--- config.mk ---
export PLATFORM = sky130hd
export DESIGN_NAME = psr_unit
export DESIGN_NICKNAME = d
export VERILOG_FILES = /design/src/rtl/psr_pkg.sv /design/src/rtl/psr_flag_calc.sv /design/src/rtl/psr_write_mask.sv /design/src/rtl/psr_unit.sv
export SDC_FILE = /design/constraint.sdc
export NUM_CORES = 1
export LEC_CHECK = 0
export ABC_CLOCK_PERIOD_IN_PS = 1300
export BUFFER_PORTS_ARGS = -buffer_cell sky130_fd_sc_hd__buf_2
export CELL_PAD_IN_SITES_DETAIL_PLACEMENT = 1
export CELL_PAD_IN_SITES_GLOBAL_PLACEMENT = 1
export CORE_ASPECT_RATIO = 0.9
export CORE_MARGIN = 1
export CORE_UTILIZATION = 27
export DETAILED_ROUTE_END_ITERATION = 12
export MAX_ROUTING_LAYER = met4
export PLACE_DENSITY_LB_ADDON = 0.1
export SYNTH_ARGS = -nofsm -noshare
export SYNTH_HDL_FRONTEND = slang
export SYNTH_HIERARCHICAL = 1
export SYNTH_SLANG_ARGS = --single-unit
--- constraint.sdc ---
create_clock -name clk -period 1.3 [get_ports clk]
set_input_delay 0.13 -clock clk [delete_from_list [all_inputs] [get_ports clk]]
set_output_delay 0.13 -clock clk [all_outputs]
set_load 0.01 [all_outputs]
--- src/rtl/psr_pkg.sv ---
`timescale 1ns/1ps
// Package psr_pkg
// Shared encodings for the status register: operation classes, field
// widths and the user-mode code that marks unprivileged execution.
package psr_pkg;

    // Operation classes presented by the execution unit.
    typedef enum logic [1:0] {
        OPK_ADD       = 2'b00,
        OPK_SUB       = 2'b01,
        OPK_LOGIC     = 2'b10,
        OPK_LOGIC_ALT = 2'b11
    } op_kind_e;

    localparam int CTRL_W = 8;   // control byte width
    localparam int FLAG_W = 4;   // condition flag count
    localparam int MODE_W = 5;   // mode field width

    localparam logic [MODE_W-1:0] MODE_USER = 5'b10000;

endpackage

--- src/rtl/psr_flag_calc.sv ---
`timescale 1ns/1ps
// Module psr_flag_calc
// Combinational derivation of the four condition flags from one operation.
// Assumes: alu_res is the complete result; alu_carry is the adder carry for
// add and the borrow for subtract; only operand sign bits are needed.
module psr_flag_calc
    import psr_pkg::*;
#(
    parameter int DATA_W = 32
) (
    input  op_kind_e            op,
    input  logic                a_msb,
    input  logic                b_msb,
    input  logic [DATA_W-1:0]   res,
    input  logic                carry_in,
    input  logic                c_cur,
    input  logic                v_cur,
    output logic                n_nxt,
    output logic                z_nxt,
    output logic                c_nxt,
    output logic                v_nxt
);

    logic r_msb;
    assign r_msb = res[DATA_W-1];

    // Purpose: sign and zero come from the result for every class.
    always_comb begin
        n_nxt = r_msb;
        z_nxt = ~|res;
    end

    // Purpose: carry and overflow depend on the operation class.
    always_comb begin
        unique case (op)
            OPK_ADD: begin
                c_nxt = carry_in;
                v_nxt = (a_msb == b_msb) && (r_msb != a_msb);
            end
            OPK_SUB: begin
                c_nxt = ~carry_in;
                v_nxt = (a_msb != b_msb) && (r_msb != a_msb);
            end
            default: begin
                c_nxt = c_cur;
                v_nxt = v_cur;
            end
        endcase
    end

endmodule

--- src/rtl/psr_write_mask.sv ---
`timescale 1ns/1ps
// Module psr_write_mask
// Builds the per-bit enable for software writes: flags always writable,
// reserved bits never, control byte only outside user mode.
// Assumes: DATA_W leaves room for flags, reserved span and control byte.
module psr_write_mask
    import psr_pkg::*;
#(
    parameter int DATA_W = 32
) (
    input  logic [MODE_W-1:0]  cur_mode,
    output logic               priv,
    output logic [DATA_W-1:0]  wmask
);

    localparam int FLAG_LSB = DATA_W - FLAG_W;

    assign priv = (cur_mode != MODE_USER);

    // Purpose: assign each bit its write permission by field.
    always_comb begin
        for (int i = 0; i < DATA_W; i++) begin
            if (i >= FLAG_LSB)
                wmask[i] = 1'b1;
            else if (i < CTRL_W)
                wmask[i] = priv;
            else
                wmask[i] = 1'b0;
        end
    end

endmodule

--- src/rtl/psr_unit.sv ---
`timescale 1ns/1ps
// Module psr_unit
// Status word register with flag update and privilege-gated software write.
// Assumes: the execution unit supplies a consistent result/carry pair;
// a software write takes precedence over a flag update in the same cycle.
module psr_unit
    import psr_pkg::*;
#(
    parameter int                 DATA_W       = 32,
    parameter logic [MODE_W-1:0]  RST_MODE     = 5'b10011,
    parameter logic               RST_IRQ_OFF  = 1'b1,
    parameter logic               RST_FIRQ_OFF = 1'b1
) (
    input  logic               clk,
    input  logic               rst_n,
    input  logic               flag_en,
    input  logic [1:0]         op_sel,
    input  logic               opnd_a_msb,
    input  logic               opnd_b_msb,
    input  logic [DATA_W-1:0]  alu_res,
    input  logic               alu_carry,
    input  logic               sw_wr_en,
    input  logic [DATA_W-1:0]  sw_wr_data,
    output logic [DATA_W-1:0]  psr_q
);

    localparam int N_BIT    = DATA_W - 1;
    localparam int Z_BIT    = DATA_W - 2;
    localparam int C_BIT    = DATA_W - 3;
    localparam int V_BIT    = DATA_W - 4;
    localparam int RSVD_HI  = V_BIT - 1;
    localparam int RSVD_LO  = CTRL_W;
    localparam logic [DATA_W-1:0] RESET_VAL =
        {{(DATA_W-CTRL_W){1'b0}}, RST_IRQ_OFF, RST_FIRQ_OFF, 1'b0, RST_MODE};

    logic               n_nxt, z_nxt, c_nxt, v_nxt;
    logic               priv;
    logic [DATA_W-1:0]  wmask;

    psr_flag_calc #(.DATA_W(DATA_W)) u_flags (
        .op       (op_kind_e'(op_sel)),
        .a_msb    (opnd_a_msb),
        .b_msb    (opnd_b_msb),
        .res      (alu_res),
        .carry_in (alu_carry),
        .c_cur    (psr_q[C_BIT]),
        .v_cur    (psr_q[V_BIT]),
        .n_nxt    (n_nxt),
        .z_nxt    (z_nxt),
        .c_nxt    (c_nxt),
        .v_nxt    (v_nxt)
    );

    psr_write_mask #(.DATA_W(DATA_W)) u_mask (
        .cur_mode (psr_q[MODE_W-1:0]),
        .priv     (priv),
        .wmask    (wmask)
    );

    // Purpose: hold the status word; write beats flag update beats hold.
    always_ff @(posedge clk) begin
        if (!rst_n)
            psr_q <= RESET_VAL;
        else if (sw_wr_en)
            psr_q <= (sw_wr_data & wmask) | (psr_q & ~wmask);
        else if (flag_en)
            psr_q[N_BIT:V_BIT] <= {n_nxt, z_nxt, c_nxt, v_nxt};
    end

    // Purpose: marks cycles whose previous register value came from reset on.
    logic chk_armed_q;
    always_ff @(posedge clk) begin
        if (!rst_n) chk_armed_q <= 1'b0;
        else        chk_armed_q <= 1'b1;
    end

    logic upd;
    assign upd = flag_en && !sw_wr_en;

    a_r2_reserved_zero: assert property (@(posedge clk) disable iff (!rst_n)
        chk_armed_q |-> (psr_q[RSVD_HI:RSVD_LO] == '0));

    a_r3_neg_tracks_msb: assert property (@(posedge clk) disable iff (!rst_n)
        upd |=> (psr_q[N_BIT] == $past(alu_res[DATA_W-1])));

    a_r4_zero_flag: assert property (@(posedge clk) disable iff (!rst_n)
        upd |=> (psr_q[Z_BIT] == ($past(alu_res) == '0)));

    a_r7_mixed_sign_no_ovf: assert property (@(posedge clk) disable iff (!rst_n)
        (upd && op_sel == OPK_ADD && opnd_a_msb != opnd_b_msb) |=> !psr_q[V_BIT]);

    a_r8_same_sign_sub_no_ovf: assert property (@(posedge clk) disable iff (!rst_n)
        (upd && op_sel == OPK_SUB && opnd_a_msb == opnd_b_msb) |=> !psr_q[V_BIT]);

    a_r9_logic_keeps_cv: assert property (@(posedge clk) disable iff (!rst_n)
        (upd && op_sel[1]) |=> $stable(psr_q[C_BIT:V_BIT]));

    a_r10_user_ctrl_locked: assert property (@(posedge clk) disable iff (!rst_n)
        (chk_armed_q && $past(psr_q[MODE_W-1:0]) == MODE_USER) |-> $stable(psr_q[CTRL_W-1:0]));

    a_r11_write_wins: assert property (@(posedge clk) disable iff (!rst_n)
        sw_wr_en |=> (psr_q[N_BIT:V_BIT] == $past(sw_wr_data[N_BIT:V_BIT])));

    a_r12_flags_spare_ctrl: assert property (@(posedge clk) disable iff (!rst_n)
        (chk_armed_q && upd) |=> $stable(psr_q[CTRL_W-1:0]));

    a_r12_idle_hold: assert property (@(posedge clk) disable iff (!rst_n)
        (chk_armed_q && !flag_en && !sw_wr_en) |=> $stable(psr_q));

endmodule

==> results of run 1 <==
-- metal layers --
layer / global-route usage / wire (um) / part of all wire / up-vias
met4: 0.03934 / 48 / 0.010 / 0
met2: 0.2438 / 2179 / 0.47 / 51
met1: 0.1569 / 2025 / 0.44 / 797
met3: 0.05821 / 346 / 0.075 / 6
li1: - / - / - / 921
met5: - / 0 / 0 / -
-- area by class of cell --
class                   instances  share of cell area
multi-input cells             174              0.3824
flip-flops and latches         32              0.2766
repair buffers                112              0.2546
well taps                      87             0.04672
clock buffers                   6             0.03545
clock inverters                 2            0.004296
-- worst min-delay path by stage --
stage	endpoint	cells after the start
floorplan	flip-flop	2
global placement	flip-flop	3
detailed placement	flip-flop	3
CTS	flip-flop	3
global route	flip-flop	3
finish	flip-flop	3
-- worst max-delay path, cell delays in order (launching register included) --
cell and delay, ps:
dfxtp_2 320, nand2b_4 130, or4_4 480, nand2_1 100, nand2_1 50, a21boi_1 150
-- power by group --
part	switching (uW)	internal, uW
clock	385	422
combinational	212	214
sequential	31.1	1040
-- cell usage after synthesis, drive strengths merged --
master and instances:
nor3b 1, nand4 2, nand3 33, buf 43, or4 1, nand2 61
a21boi 23, o21ai 1, a221o 1, a21oi 8, xnor2 2, nor4b 1
dfxtp 32, nor2 1, conb 2, nor4 8, clkbuf 1, o221ai 4
nand2b 2
-- kinds of logic after synthesis --
family / Yosys count / share of synthesized area
xor+xnor: 2 / 0.009896
simple gates: 110 / 0.2806
other cells: 2 / 0.004242
compound gates: 37 / 0.1491
flops: 32 / 0.3618
buf+inv: 44 / 0.1943
-- timing repair --
action                                  CTS  global route
cloned                                    1             0
hold endpoints to repair                  0             0
endpoints found under the setup margin    3             3
gates resized for setup                   1             0
-- cells in the final DEF (no fill, tap or decap) --
| cell type | netlist | routed |
|---|---|---|
| clkinv_2 | 0 | 2 |
| or4_4 | 0 | 2 |
| xnor2_1 | 2 | 2 |
| nor2_1 | 1 | 1 |
| dfxtp_2 | 0 | 3 |
| buf_12 | 0 | 1 |
| dfxtp_1 | 32 | 29 |
| a221o_2 | 1 | 1 |
| nand3_1 | 33 | 33 |
| buf_2 | 2 | 104 |
| a21boi_1 | 23 | 23 |
| nand2_1 | 61 | 61 |
| buf_4 | 35 | 7 |
| nand2b_1 | 2 | 1 |
| a21oi_1 | 8 | 8 |
| o21ai_0 | 1 | 1 |
| nand4_1 | 2 | 2 |
| nor3b_1 | 1 | 1 |
| clkbuf_8 | 0 | 6 |
| conb_1 | 2 | 24 |
| o221ai_1 | 4 | 4 |
| nor4_1 | 8 | 8 |
| nand2b_4 | 0 | 1 |
| nor4b_1 | 1 | 1 |
-- through the flow --
step | cell area [um^2] | instances | setup slack (ps) | utilization | TNS (ps)
finish | 2330 | 413 | 4.434 | 0.3748 | 0
global route | 2330 | 413 | -70.38 | 0.3748 | -184.6
CTS | 2330 | 413 | -14.92 | 0.3748 | -14.92
detailed placement | 2226 | 404 | -56.54 | 0.3581 | -97.46
global placement | 2226 | 404 | 1.736 | 0.3581 | 0
floorplan | 1872 | 249 | -46.86 | - | -209.9
==> results.md, run 1 <==
* # DRC at 0
* Fin Hold WS at 74.87 ps
* Post-DP HPWL at 3610 um
* PwrDens at 988.5 nW/um^2
* Slew Limit Fails at 0
* Gate Count Post-Synth at 227
* Die Wd at 87.36 um
* Yosys warning total at 6
* Synth cell types at 21
* Critical Path End Type: flip-flop
* Root buf cell: clkbuf_8
* Antenna viol nets, final at 0
* Post-CTS setup buffer count at 0
* Cells on worst reg2reg path at 5
* Core Region at 6216 um^2
* I/O pin count at 105
* DR vias/cell at 4.298
* Largest cells by area after synthesis: dfxtp_1 36%, buf_4 15%, nand2_1 13%
* Worst R2R Setup Slack at 4 ps
* Hold buffers post-CTS at 0
* PortBufs at 104
* # Max-Cap Violations at 0
* Setup repair after global routing missed its margin: true
* Grt total ovfl at 0
* Yosys top cell area share at 0.3618
* Clk slew on worst S/H paths at 70 ps
* Global-route usage over all layers at 0.1443
* Die ar. at 6885 um^2
* Max VDD drop at 0.4181 mV
* Number of global-route vias before repair at 1,711
* Post-route clock period utilization at 0.9966
* Static leakage at 0.001153 uW
* DR vias at 1,775
* Die Height at 78.82 um
* Cts bufs inserted at 5
* Final nets at 398
* FMAX at 771.9 MHz
* CP arrival at 1510 ps
* Layout area overhead at 31.59%
* Max Root-Sink Buffers at 2
* HP Class: in -> reg
* Fill cells at 835
* Starting Density at 0.2848
* Final hold viol count at 0
* Min-delay src: sw_wr_data[4]
* Antenna cells at 0
* CP required at 1510 ps
* Largest net degree at the start of global routing at 21
* Critical Path Start Type: flip-flop
* #FFs+latches synth at 32
* Final min period at 1296 ps
* Finish-stage setup viols at 0
* Later-pin clock latency in the skew report at 280 ps
* Critical path class: reg -> reg
* Synth Cell Area at 1770 um^2
* TritonRoute pass-1 iters at 4
* CTS tree: built
* Multi-input logic area at 890.9 um^2
* Critical path peak fanout at 8
* # rows at 27
* Register Area at 644.4 um^2
* Routed wire per std cell at 11.14 um
* Clock skew at 1.931 ps
* Status: completed
* H-tree depth at 2
* Yosys top cell by area: dfxtp_1
* Avg Cell Area, Syn at 7.799 um^2
* Detailed-route wire length at 4599 um
* Total power at 2303 uW
* Initial DRC count at 22
* Global-route wire length before repair at 7465 um
* Initial antenna violation count at 0
* # clock sinks at 32
* Layout cell share with drive strength beyond 1 at 0.3896
* Sequential area share after synthesis at 0.3618
* Final RePlAce weighted congestion at 0.6848
No activity file was read; power rests on OpenSTA's default activity.
==> inputs of run 2 (changes only) <==
Settings changed: ABC_AREA set to 1, CORE_UTILIZATION 27 to 28, GPL_ROUTABILITY_DRIVEN set to 1.
==> run 2 against run 1 <==
Worst hold slack better by 2.7 ps. Non-clock buffer count shrank 2. Routed wire length rose by 7.7%. Maximum frequency increased by 31%. Clock skew increased by 2.2 ps. Via count rose by 15%. Worst setup slack improved by 310 ps. Clock-buffer cell count is 1 higher. Die area is 8.0% higher. Sequential cell count did not move. Final cell count is 17% higher. Register-to-register slack improved by 310 ps. Largest power group unchanged.
==> results.md, run 2 <==
* Status: completed
* Post-CTS setup buffer count at 0
* Cts bufs inserted at 5
* Hold buffers post-CTS at 0
* # clock sinks at 32
* Sequential area share after synthesis at 0.3224
* Starting Density at 0.2954
* Final min period at 990.1 ps
* Setup repair after global routing missed its margin: false
* Synth cell types at 17
* PwrDens at 1021 nW/um^2
* Largest net degree at the start of global routing at 31
* Max Root-Sink Buffers at 2
* Gate Count Post-Synth at 297
* Layout area overhead at 27.83%
* Global-route usage over all layers at 0.1416
* Yosys top cell by area: dfxtp_1
* Die ar. at 7437 um^2
* Final nets at 465
* FFs w/ async S/R, synth at 0
* # Max-Cap Violations at 0
* Slew Limit Fails at 0
* Post-DP Area at 2414 um^2
* Final RePlAce weighted congestion at 0.6931
* Dpl cells at 475
* Initial DRC count at 22
* Detailed-route wire length at 4951 um
* Clock skew at 4.157 ps
* #FFs+latches synth at 32
* Static leakage at 0.001347 uW
* Die Wd at 90.80 um
* Commonest register cell after synthesis: dfxtp_1
* H-tree depth at 2
* DR vias at 2,038
* Post-route clock period utilization at 0.7616
* I/O pin count at 105
* Critical path peak fanout at 16
* Avg Cell Area, Syn at 6.690 um^2
* Fin cells at 483
* Layout cell share with drive strength beyond 1 at 0.3562
* Count leader, synth: nand2_1
* Global-route wire length before repair at 8245 um
* Synth cell count leaders: 102 x nand2_1, 37 x buf_4, 33 x nand3_1, 33 x nor2_1, 32 x dfxtp_1
* Sum Neg Setup Slack at 0 ps
* # DRC at 0
* Finish-stage setup viols at 0
* Number of global-route vias before repair at 1,947
* Final hold viol count at 0
* Core Region at 6726 um^2
* FMAX at 1010 MHz
* Commonest cells after routing, fill and taps aside: 104 x buf_2, 102 x nand2_1, 33 x nand3_1, 33 x nor2_1, 32 x dfxtp_1
* Critical path class: reg -> reg
* # rows at 28
* Die Height at 81.92 um
* Clk slew on worst S/H paths at 70 ps
* Resized cells post-CTS at 0
* Total power at 2594 uW
* Commonest non-fill, non-tap cell in the layout: buf_2
* CP arrival at 1160 ps
* Pre-CTS setup slack at 301.9 ps
* Fin area at 2540 um^2
* Critical Path Start Type: flip-flop
* Grt total ovfl at 0
* Root buf cell: clkbuf_8
* DR vias/cell at 4.219
* Antenna cells at 0
* Yosys warning total at 6
* Critical Path End Type: flip-flop
* CTS tree: built
* CP required at 1470 ps
* Synth Cell Area at 1987 um^2
* Initial antenna violation count at 0
* Later-pin clock latency in the skew report at 280 ps
* Largest cells by area after synthesis: dfxtp_1 32%, nand2_1 19%, buf_4 14%
* Yosys top cell area share at 0.3224
* Routed wire per std cell at 10.25 um
* HP Class: in -> reg
* Setup ws final at 309.9 ps
* Post-DP HPWL at 3955 um
* Max VDD drop at 0.4412 mV
* PortBufs at 104
* Number of enable flip-flop cells after synthesis at 0
* Antenna viol nets, final at 0
* TritonRoute pass-1 iters at 3
==> run 2: changes by cell type after synthesis, sizes merged, moves of 8 or more <==
cell	before	now
a21oi	8	24
nor4	8	0
inv	0	14
nand3	33	43
nand2	61	102
a21boi	23	0
nor2	1	34
==> run 2: report_power, final <==
part | internal (uW) | leakage, uW | switching [uW]
Clock | 676 | 0.0000645 | 375
Sequential | 1040 | 0.000263 | 31.4
Combinational | 214 | 0.00102 | 262
Total | 1930 | 0.00135 | 668
==> run 2: path summary, 6_finish.rpt <==
check	start	endpoint	slack [ps]	cells past startpoint
setup / recovery	flip-flop	flip-flop	310	5
hold reg to reg	flip-flop	flip-flop	460	2
setup reg to reg	flip-flop	flip-flop	310	5
hold / removal	sw_wr_data[7]	flip-flop	80	3
==> run 2: layer usage <==
layer	share of wire	track usage	up-vias
li1	-	-	1072
met1	0.46	0.1572	903
met2	0.47	0.2538	59
met3	0.061	0.03611	4
met4	0.0087	0.04286	0
met5	0	-	-
==> run 2: cell families after synthesis <==
| family | synth area share |
|---|---|
| flip-flops | 0.3224 |
| buffers and inverters | 0.1946 |
| AND/OR/NAND/NOR | 0.3955 |
| XOR/XNOR | 0.004409 |
| other | 0.003780 |
| AO/OA/AOI/OAI | 0.07934 |
==> run 2: critical path, cell delays in order, from the launching register on <==
cell     delay [ps]
dfxtp_1         320
nor2_1          100
nand3_1          70
buf_4           190
nand3_1         110
nand3_1          90
==> run 2: cell type report <==
| class | count | area [um^2] |
|---|---|---|
| timing repair buffer | 110 | 565.5 |
| inverter | 14 | 52.55 |
| multi-input combinational | 229 | 1042 |
| sequential | 32 | 640.6 |
| clock buffer | 7 | 96.34 |
| tap | 90 | 112.6 |
| clock inverter | 1 | 30.03 |
| fill | 941 | 4187 |
==> run 2: stage by stage <==
stage	hold slack, ps	util
final	77.59	0.3776
after global routing	77.58	0.3776
after CTS	67.40	0.3776
after detailed placement	370.1	0.3588
after global placement	371.1	0.3588
after floorplan	275.7	-
